### config.mk
export PLATFORM = sky130hd
export DESIGN_NAME = rs_err_apply
export DESIGN_NICKNAME = d
export VERILOG_FILES = /design/src/rtl/rs_apply_pkg.sv /design/src/rtl/rs_sym_locate.sv /design/src/rtl/rs_report_pick.sv /design/src/rtl/rs_err_apply.sv
export SDC_FILE = /design/constraint.sdc
export NUM_CORES = 1
export LEC_CHECK = 0
export BUFFER_PORTS_ARGS = -buffer_cell sky130_fd_sc_hd__buf_2
export CAP_MARGIN = 20
export CELL_PAD_IN_SITES_DETAIL_PLACEMENT = 0
export CELL_PAD_IN_SITES_GLOBAL_PLACEMENT = 1
export CORE_MARGIN = 2
export CORE_UTILIZATION = 43
export DETAILED_ROUTE_END_ITERATION = 10
export PLACE_DENSITY_LB_ADDON = 0.1
export SLEW_MARGIN = 15
export SYNTH_ARGS = -nofsm -noshare
export SYNTH_HDL_FRONTEND = slang
export SYNTH_SLANG_ARGS = --single-unit
### constraint.sdc
create_clock -name clk -period 13.3 [get_ports clk]
set_clock_uncertainty 0.2 [all_clocks]
set_input_delay 0.665 -clock clk [delete_from_list [all_inputs] [get_ports clk]]
set_output_delay 0.665 -clock clk [all_outputs]
set_load 0.01 [all_outputs]
### src/rtl/rs_apply_pkg.sv
package rs_apply_pkg;

    localparam int BYTE_W = 8;

    typedef enum logic [2:0] {
        ST_IDLE  = 3'd0,
        ST_RD_LO = 3'd1,
        ST_WR_LO = 3'd2,
        ST_RD_HI = 3'd3,
        ST_WR_HI = 3'd4,
        ST_FIN   = 3'd5
    } apply_st_e;

endpackage

### src/rtl/rs_sym_locate.sv
// Maps a 1-based packed-symbol index to a byte offset and a two-byte pattern.
module rs_sym_locate #(
    parameter int IDX_W      = 9,
    parameter int MASK_W     = 9,
    parameter int DATA_BYTES = 512,
    localparam int OFF_W     = IDX_W + 1,
    localparam int SPAN_W    = 2 * rs_apply_pkg::BYTE_W
) (
    input  logic [IDX_W-1:0]                idx,
    input  logic [MASK_W-1:0]               mask,
    output logic [OFF_W-1:0]                offset,
    output logic [rs_apply_pkg::BYTE_W-1:0] pat_lo,
    output logic [rs_apply_pkg::BYTE_W-1:0] pat_hi,
    output logic                            hit,
    output logic                            pair
);
    logic [IDX_W-1:0]  pos;
    logic [SPAN_W-1:0] spread;

    always_comb begin
        pos    = idx - IDX_W'(1);
        offset = OFF_W'(pos) + OFF_W'(pos >> 3);
        spread = SPAN_W'(mask) << pos[2:0];
        pat_lo = spread[rs_apply_pkg::BYTE_W-1:0];
        pat_hi = spread[SPAN_W-1:rs_apply_pkg::BYTE_W];
        hit    = offset < OFF_W'(DATA_BYTES);
        pair   = offset < OFF_W'(DATA_BYTES - 1);
    end

endmodule

### src/rtl/rs_report_pick.sv
// Selects one report out of the flattened report vectors.
module rs_report_pick #(
    parameter int NREP   = 4,
    parameter int IDX_W  = 9,
    parameter int MASK_W = 9,
    localparam int SEL_W = (NREP > 1) ? $clog2(NREP) : 1
) (
    input  logic [NREP*IDX_W-1:0]  idx_flat,
    input  logic [NREP*MASK_W-1:0] mask_flat,
    input  logic [SEL_W-1:0]       sel,
    output logic [IDX_W-1:0]       idx,
    output logic [MASK_W-1:0]      mask
);
    logic [IDX_W-1:0]  idx_arr  [NREP];
    logic [MASK_W-1:0] mask_arr [NREP];

    for (genvar k = 0; k < NREP; k++) begin : g_unpack
        assign idx_arr[k]  = idx_flat[k*IDX_W +: IDX_W];
        assign mask_arr[k] = mask_flat[k*MASK_W +: MASK_W];
    end

    always_comb begin
        idx  = idx_arr[0];
        mask = mask_arr[0];
        for (int k = 1; k < NREP; k++) begin
            if (SEL_W'(k) == sel) begin
                idx  = idx_arr[k];
                mask = mask_arr[k];
            end
        end
    end

endmodule

### src/rtl/rs_err_apply.sv
module rs_err_apply #(
    parameter int NREP       = 4,
    parameter int IDX_W      = 9,
    parameter int MASK_W     = 9,
    parameter int DATA_BYTES = 512,
    localparam int ADDR_W    = $clog2(DATA_BYTES),
    localparam int CNT_W     = $clog2(NREP + 1),
    localparam int SEL_W     = (NREP > 1) ? $clog2(NREP) : 1,
    localparam int OFF_W     = IDX_W + 1,
    localparam int BW        = rs_apply_pkg::BYTE_W
) (
    input  logic                   clk,
    input  logic                   rst_n,
    input  logic                   start,
    input  logic [CNT_W-1:0]       err_cnt,
    input  logic                   uncorr,
    input  logic [NREP*IDX_W-1:0]  rep_idx,
    input  logic [NREP*MASK_W-1:0] rep_mask,
    output logic                   busy,
    output logic                   done,
    output logic                   fail,
    output logic [ADDR_W-1:0]      ram_addr,
    output logic                   ram_rd,
    output logic                   ram_wr,
    output logic [BW-1:0]          ram_wdata,
    input  logic [BW-1:0]          ram_rdata
);
    import rs_apply_pkg::*;

    typedef struct packed {
        apply_st_e             st;
        logic [SEL_W-1:0]      cur;
        logic                  fail;
        logic [NREP*IDX_W-1:0] idx;
        logic [NREP*MASK_W-1:0] msk;
    } ctx_t;

    ctx_t r_d, r_q;

    logic [IDX_W-1:0]  sel_idx;
    logic [MASK_W-1:0] sel_mask;
    logic [OFF_W-1:0]  loc_off;
    logic [BW-1:0]     loc_lo, loc_hi;
    logic              loc_hit, loc_pair;
    logic [CNT_W-1:0]  cnt_eff;

    rs_report_pick #(
        .NREP  (NREP),
        .IDX_W (IDX_W),
        .MASK_W(MASK_W)
    ) u_pick (
        .idx_flat (r_q.idx),
        .mask_flat(r_q.msk),
        .sel      (r_q.cur),
        .idx      (sel_idx),
        .mask     (sel_mask)
    );

    rs_sym_locate #(
        .IDX_W     (IDX_W),
        .MASK_W    (MASK_W),
        .DATA_BYTES(DATA_BYTES)
    ) u_loc (
        .idx   (sel_idx),
        .mask  (sel_mask),
        .offset(loc_off),
        .pat_lo(loc_lo),
        .pat_hi(loc_hi),
        .hit   (loc_hit),
        .pair  (loc_pair)
    );

    assign cnt_eff = (err_cnt > CNT_W'(NREP)) ? CNT_W'(NREP) : err_cnt;

    always_comb begin
        r_d       = r_q;
        ram_rd    = 1'b0;
        ram_wr    = 1'b0;
        ram_addr  = '0;
        ram_wdata = '0;
        unique case (r_q.st)
            ST_IDLE: begin
                if (start) begin
                    r_d.idx  = rep_idx;
                    r_d.msk  = rep_mask;
                    r_d.fail = uncorr;
                    r_d.cur  = SEL_W'(cnt_eff - CNT_W'(1));
                    if (uncorr || (cnt_eff == '0)) begin
                        r_d.st = ST_FIN;
                    end else begin
                        r_d.st = ST_RD_LO;
                    end
                end
            end
            ST_RD_LO: begin
                if (loc_hit) begin
                    ram_rd   = 1'b1;
                    ram_addr = ADDR_W'(loc_off);
                    r_d.st   = ST_WR_LO;
                end else if (r_q.cur == '0) begin
                    r_d.st = ST_FIN;
                end else begin
                    r_d.cur = r_q.cur - SEL_W'(1);
                end
            end
            ST_WR_LO: begin
                ram_wr    = 1'b1;
                ram_addr  = ADDR_W'(loc_off);
                ram_wdata = ram_rdata ^ loc_lo;
                if (loc_pair) begin
                    r_d.st = ST_RD_HI;
                end else if (r_q.cur == '0) begin
                    r_d.st = ST_FIN;
                end else begin
                    r_d.cur = r_q.cur - SEL_W'(1);
                    r_d.st  = ST_RD_LO;
                end
            end
            ST_RD_HI: begin
                ram_rd   = 1'b1;
                ram_addr = ADDR_W'(loc_off + OFF_W'(1));
                r_d.st   = ST_WR_HI;
            end
            ST_WR_HI: begin
                ram_wr    = 1'b1;
                ram_addr  = ADDR_W'(loc_off + OFF_W'(1));
                ram_wdata = ram_rdata ^ loc_hi;
                if (r_q.cur == '0) begin
                    r_d.st = ST_FIN;
                end else begin
                    r_d.cur = r_q.cur - SEL_W'(1);
                    r_d.st  = ST_RD_LO;
                end
            end
            ST_FIN: begin
                r_d.st = ST_IDLE;
            end
            default: begin
                r_d.st = ST_IDLE;
            end
        endcase
    end

    always_ff @(posedge clk) begin
        if (!rst_n) begin
            r_q <= '{st: ST_IDLE, cur: '0, fail: 1'b0, idx: '0, msk: '0};
        end else begin
            r_q <= r_d;
        end
    end

    assign done = (r_q.st == ST_FIN);
    assign fail = done && r_q.fail;
    assign busy = (r_q.st != ST_IDLE) && (r_q.st != ST_FIN);

endmodule

==> results of run 1 <==
area by class of cell:
cell class / instances / area share (%)
tap: 147 / 3.00
multi-input combinational: 545 / 55.5
inverter: 22 / 1.35
sequential: 78 / 25.4
clock buffer: 9 / 3.67
timing repair buffer: 113 / 9.54
clock inverter: 7 / 1.57
cell families (layout without fill, tap and decap cells):
kind of cell,after synthesis,count (layout)
DFF,78,78
xor gates and xnor gates,33,33
buffers and inverters,65,151
muxes,34,34
AOI/OAI and AO/OA,172,172
adders and majority gates,13,13
and+or+nand+nor,293,293
worst max-delay path, stage by stage (launching register included):
cell and delay (ns):
dfxtp_1 0.34, inv_1 0.10, ha_1 0.77, inv_1 0.22
a211oi_1 0.47, a21o_1 0.33, inv_1 0.17, ha_1 0.27
inv_1 0.15, or3_1 0.19, nor4_1 0.08, nor2_1 0.31
inv_1 0.15, ha_1 0.42, nor3b_1 0.18, a311o_1 0.37
a31o_2 0.26, xnor2_1 0.20, or3_4 0.42, nor3_1 0.24
xor2_1 0.17, o22ai_1 0.08, buf_2 0.18
per-stage QoR:
| step | instances | cell area, sq um | setup WS [ns] | hold slack, ns |
|---|---|---|---|---|
| floorplan | 688 | 5210 | 7.32 | 0.239 |
| global route | 921 | 6140 | 5.37 | 0.287 |
| global placement | 904 | 5800 | 6.53 | 0.248 |
| detailed placement | 904 | 5800 | 6.29 | 0.258 |
| finish | 921 | 6140 | 6.01 | 0.262 |
| CTS | 920 | 6120 | 5.86 | 0.267 |
per-layer routing:
metal	share of wire, %	routed length [um]	GRT usage [%]
met1	48	6480	30.0
met2	47	6380	33.9
met3	4.1	556	2.75
met4	1.6	221	8.86
met5	0	0	0
path summary, 6_finish.rpt:
path / start / end / slack (ns) / cells after the start
hold / removal: r_q[11] / r_q[11] / 0.26 / 2
setup reg to reg: r_q[73] / r_q[74] / 6.61 / 21
hold reg to reg: r_q[11] / r_q[11] / 0.26 / 2
setup / recovery: r_q[73] / ram_addr[8] / 6.01 / 22
cell usage after synthesis (all sizes together) (3+ instances only):
cell type,number
ha,12
or3,4
clkbuf,36
xnor2,18
a21oi,22
nor2b,7
nor4,3
nor3,10
nor2,51
dfxtp,78
buf,7
and2,5
a21boi,75
o2bb2ai,5
nor3b,12
a21o,4
mux2,3
nand3,5
o211ai,3
o22ai,7
a31oi,3
a221o,3
a211oi,10
xor2,13
inv,22
a221oi,5
and3,3
a31o,4
o21ai,17
or4,3
mux2i,30
nand2,180
==> impl.org, run 1 <==
** Synth
- Avg Cell Area, Syn :: 7.57 sq um
- When the netlist entered floorplanning its net count stood at around 790.
- Ranked by total cell area, the synthesized netlist is headed by dfxtp_1, nand2_1, a21boi_0.
- The share of the Yosys chip area taken by registers is about 30%.
- Syn Std Cell Area :: between 5000 and 6000 sq um
- Multiplexer share of the synthesized area :: 6.85%
- Summing the areas of all xor and xnor instances in the mapped netlist gives 6.10% of the synthesized area.
- Of the total synthesized cell area, the portion taken by full adders, half adders and majority gates is 3.27%.
- Fraction of the mapped netlist area in simple logic gates :: 24.7%
- The Yosys step of the flow raised 0 warnings.
- Main combinational cell family by area after synthesis :: simple AND/OR/NAND/NOR gates
- Predominant post-synthesis flop cell :: dfxtp_1
- dfxtp_1 takes more of the synthesized area than any other cell.
- Cells after synthesis :: 688
- Share of the synthesized area in the top cell type :: 30.0%
- After synthesis, the netlist uses between 60 and 70 different library cells.
- Post-synth EDFFs :: 0
- The synthesized design contains 78 register bits.
- Share of the synthesized area in compound gates (AO/OA/AOI/OAI) :: roughly 24%
- Share of flip-flops with an asynchronous set or reset :: 0%

** Timing
- At the pin with the least slew margin, the transition time is 0.916 ns.
- The number of hold violations in the final report is 0.
- The worst path in the final design needs a cycle of ~7.3 ns, including I/O delays and setup.
- After layout, the worst path uses 54.8% of the clock period.
- For this run, the top clock speed supported by timing is ~140 MHz.
- Setup repair after global routing left no endpoint under its margin.
- Slew Viols, Final :: 0
- Adding up every negative setup slack in the final design gives 0 ns.
- Setup violations remaining at the end of the flow were counted as 0.
- In this run the tightest slew margin relative to its limit is 38.9%.

** CTS
- Number of H-tree levels :: 3
- Setup bufs post-CTS :: 0
- The number of clock buffers added by TritonCTS is 9.
- Counting every sink on the clock net gives between 70 and 80.
- Cts repair resizes :: 0
- At the later pin of the worst-skew pair, clock insertion delay measures approximately 0.34 ns.
- The number of hold buffers added after CTS was 0.
- TritonCTS built the clock tree.
- Clk root buf :: clkbuf_16
- After clock tree synthesis, the clock-pin slew on the worst setup and hold paths is 0.07 ns.
- The clock passes through at most 2 buffers.

** Die
- I/O pins :: 109
- Number of standard-cell rows in the floorplan :: 40
- The die is 114 um wide.
- Initial core utilization :: 43.7%
- Core footprint :: 11900 sq um
- The die covers 13000 sq um.
- The floorplan step set the die height to 114 um.

** Routing
- Per-cell via count in the routed design :: roughly 5.3
- In this run the remaining antenna-violating nets after routing total 0.
- Via count :: roughly 5k
- In the final routed layout, each cell accounts on average for 14.8 um.
- Remaining design rule violation count :: 0
- The final layout contains routed wiring with a total length of 13.6 mm.
- Detailed router's first-iteration violation count :: 217
- Count of TritonRoute iterations in the first routing pass :: 5

** Placement
- Routability-driven placement finished with a final weighted congestion of slightly below 0.9.
- Input and output buffers added on the ports amount to 108.
- Detailed Place HPWL :: 10.2 mm

** Final layout
- Of the cells placed in the final design, the portion with a size suffix greater than 1 is 19.5%.
- The final layout contains 869 nets.
- The register with the most flip-flops in the layout has 78 of them.
- Cells fill 51.5% of the core in the end.
- In the layout the commonest cells are nand2_1, buf_2, dfxtp_1, a21boi_0, nor2_1.
- Regs by FF count :: r_q: 78 flops
- Most flops, register :: r_q
- Filler cells :: 1211
- Relative to the synthesized area, the layout overhead comes to 17.9%.
- In the final layout, the multi-input gates occupy 3400 sq um.
- Most frequent standard cell in the layout excluding fill and tap cells :: nand2_1
- Summing all flip-flop and latch instances after layout gives 1560 sq um.
- The number of antenna diodes in the final layout is 0.

** Global routing
- Wire length of the first global-routing pass :: 22.5 mm
- GRT Overall Usage :: 21.6%
- The total overflow left after global routing is 0.
- The initial antenna violation count came to 0.
- Largest net degree at the start of global routing :: just over 80
- The via count of the first global-routing pass is 4543.

** Hold path
- The min-delay analysis places its worst path in the category reg2reg.

** Run
- Maxcap violations :: 0

** Setup path
- In this run the worst path has a maximum fanout of 31.
- STA classifies the critical path endpoint as an output port.
- Type of origin of the critical path :: flip-flop
- The worst setup path is of the reg2out kind.
- Data required time at the worst endpoint :: 12.44 ns
- Data arrives at the worst endpoint at 6.42 ns.

** Outcome
- Result of the run :: finished, final reports clean
Power of run 1 is not shown: default switching activity piles up to over one toggle a cycle in this logic, so the estimate is an artifact.
==> inputs of run 2 (changes only) <==
--- a/config.mk
+++ b/config.mk
@@ -10,7 +10,7 @@
 export CELL_PAD_IN_SITES_DETAIL_PLACEMENT = 0
 export CELL_PAD_IN_SITES_GLOBAL_PLACEMENT = 1
 export CORE_MARGIN = 2
-export CORE_UTILIZATION = 43
+export CORE_UTILIZATION = 40
 export DETAILED_ROUTE_END_ITERATION = 10
 export PLACE_DENSITY_LB_ADDON = 0.1
 export SLEW_MARGIN = 15
==> constraint.sdc (replaced) <==
create_clock -name clk -period 7.4 [get_ports clk]
set_clock_uncertainty 0.2 [all_clocks]
set_input_delay 0.37 -clock clk [delete_from_list [all_inputs] [get_ports clk]]
set_output_delay 0.37 -clock clk [all_outputs]
set_load 0.01 [all_outputs]
==> run 2 against run 1 <==
First-iteration DRC count increased by 1.8%. Core utilization decreased by 3.1 points. Die area increased by 7.2%. Worst hold slack got worse by 0.19 ns. Register-to-register slack got worse by 5.5 ns. Cell area about the same. Critical path depth decreased by 1. Routed wire length decreased by 0.18%. Clock-buffer cell count increased by 3. Final cell count increased by 2.8%. Setup slack got worse by 5.2 ns. Global-route usage decreased by 1.8 points.
==> impl.org, run 2 (same netlist as run 1, synthesis figures left out) <==
** Hold path
- Number of instances on the worst hold path :: 3
- Hold-critical path endpoint :: r_q[53]
- Path type of the worst min-delay path :: in2reg
- Hold path startpoint :: rep_idx[17]

** Timing
- Total Neg Setup Slack :: 0 ns
- Relative slew margins :: between 40% and 50%
- Setup violators final :: 0
- Final hold slack :: 0.0756 ns
- Ratio of final minimum period to clock period :: 89.6%
- Highest clock rate :: between 150 and 200 MHz
- Slew at the pin with the worst max-slew slack :: 0.777 ns
- Time the worst path needs with I/O delays and setup :: 6.63 ns
- Final Hold Fails :: 0
- The number of max-slew violations in the final report came to 0.
- Unrepaired setup endpoints after global routing :: false

** Setup path
- STA puts the critical path data arrival time at 6.06 ns.
- For this run, the slowest stage of the critical path takes approximately 0.60 ns.
- Slowest cell on the critical path :: nor3b_1
- Of all nets on the critical path, the largest fanout is 22.
- The cell family contributing the most delay on the critical path is compound AO/OA/AOI/OAI gates.
- Type of origin of the critical path :: flip-flop
- Crit path buf inv count :: 5
- Across all register-to-register paths, the minimum setup slack is 1.08 ns.
- Crit end category :: output port
- Critical path type :: reg2out
- Data required time at the worst endpoint :: between 6 and 7 ns
- Number of cells on the worst reg-to-reg path :: 20
- Terminus of the critical flop-to-flop path :: r_q[74]
- The worst register-to-register path begins at r_q[73].
- The signal on the critical path passes through ha_1 > buf_4 > a211oi_1 > a21o_1 > inv_1 > ha_1 > inv_1 > or3_1 > xnor2_1 > ha_1 > a21oi_1 > inv_1 > a221o_1 > o211ai_1 > a211oi_1 > nand4_1 > nor3b_1 > nor3_1 > xor2_1 > o22ai_1 > buf_2.

** Routing
- Remaining number of nets flagged by the antenna check after routing :: 0
- Remaining design rule violation count :: 0
- Across all layers, the routed design uses 4826 vias.
- In the routed layout, each cell is associated on average with a via count of roughly 5.1.
- Detailed router's first-iteration violation count :: 221
- Average detailed-routed wire length per instance :: roughly 14 um
- Count of TritonRoute iterations in the first routing pass :: 6
- Total routed wirelength :: 13.6 mm

** Die
- The floorplan has 41 rows.
- Vertical extent of the die :: 118 um
- The die is 118 um wide.
- 109 I/O pins were placed.
- The die covers 14000 sq um.
- Initial core utilization :: 41.1%
- Core footprint :: approximately 13000 sq um

** CTS
- Counting along the longest clock path gives a buffer depth of 2.
- TritonCTS built the clock tree.
- Hold repair after CTS inserted 0 buffers.
- Clock sinks :: 78
- Worst-skew pair later-pin latency :: 0.34 ns
- After clock tree synthesis, the clock-pin slew on the worst setup and hold paths is 0.06 ns.
- TritonCTS created 9 clock buffers.
- The H-tree generated during clock tree synthesis spans 3 levels.
- Clk root buf :: clkbuf_16
- Cts repair resizes :: 0
- Setup bufs post-CTS :: 0

** Run
- Across the run, the number of max-cap violations was 0.

** Final layout
- The finished layout holds about 950 standard cells, fillers aside.
- Net count, final :: 870
- Regs by FF count :: r_q: 78 flops
- Commonest cells after routing, fill and taps aside :: nand2_1, buf_2, dfxtp_1, a21boi_0, nor2_1
- Filler cells :: 1298
- Relative to the synthesized area, the layout overhead comes to 17.8%.
- Cells with a size suffix above 1 make up 19.5% of the layout.
- Leaving out fill and tap cells, the most frequent cell in the layout is nand2_1.
- The register with the most flip-flops in the final layout is r_q.
- Flip-flop count of the largest register, all copies and words added :: 78
- Diode count :: 0

** Placement
- Buffers placed on the I/O ports in this run total 108.
- The congestion estimate from routability-driven global placement came to 0.822.
- In this run, placement finished with an instance count of 931.
- Once detailed placement completed, the half-perimeter wirelength came to 10.1 mm.

** Global routing
- The via count of the first global-routing pass is 4556.
- Initial antenna violation count :: 0
- The first global-routing pass estimated 22.6 mm of wire.
- GRT Overall Usage :: between 10% and 20%
- After global routing the overflow that remains totals 0.
- Entering global routing, the biggest net connects 81 pins.

** Outcome
- The run finished with clean final reports.
## run 2: cell count changes in the layout (fill, tap and decap cells not counted)
| cell | before | now |
|---|---|---|
| clkinv_4 | 1 | 3 |
| buf_4 | 4 | 6 |
| clkinv_2 | 2 | 1 |
| inv_6 | 2 | 0 |
| clkbuf_8 | 0 | 2 |
| clkbuf_1 | 0 | 1 |
| bufinv_16 | 2 | 0 |
| buf_8 | 1 | 0 |
## run 2: how the worst max path moves through the flow
stage	start	endpoint	slack, ns	cells after the start
final	r_q[73]	ram_addr[8]	0.77	21
after global routing	r_q[73]	ram_addr[8]	0.25	21
after CTS	r_q[73]	ram_addr[8]	0.79	21
after detailed placement	r_q[74]	r_q[74]	1.13	20
after global placement	r_q[74]	r_q[74]	1.31	20
after floorplan	r_q[74]	r_q[74]	1.61	21
## run 2: tightest hold or removal path: stages
cell      delay [ns]
buf_2           0.10
nand2_1         0.04
a21boi_0        0.06
## run 2: cell type report
cell class                 instances  area (sq um)  share of cell area (%)
clock buffer                      12           256                    4.18
inverter                          22          82.6                    1.35
tap                              172           215                    3.51
timing repair buffer             114           586                    9.54
multi-input combinational        545          3400                    55.5
sequential                        78          1560                    25.4
clock inverter                     4          31.3                   0.510
## run 2: stage by stage
stage	utilization [%]	setup WS, ns	instance area (sq um)
6_report	48.4	0.772	6140
3_5_place_dp	46.1	1.13	5840
3_3_place_gp	46.1	1.31	5840
2_1_floorplan	-	1.61	5210
5_1_grt	48.4	0.252	6140
4_1_cts	48.4	0.789	6130
## run 2: routing by layer
layer | vias to the layer above | GRT usage (%) | part of all wire [%] | wire length [um]
met5 | - | 0 | 0 | 0
met4 | 0 | 6.78 | 1.5 | 209
met3 | 16 | 2.96 | 4.0 | 547
met2 | 103 | 31.3 | 44 | 5980
met1 | 2182 | 27.4 | 51 | 6880
li1 | 2525 | - | - | -
Power of run 2 is left out for the same reason.
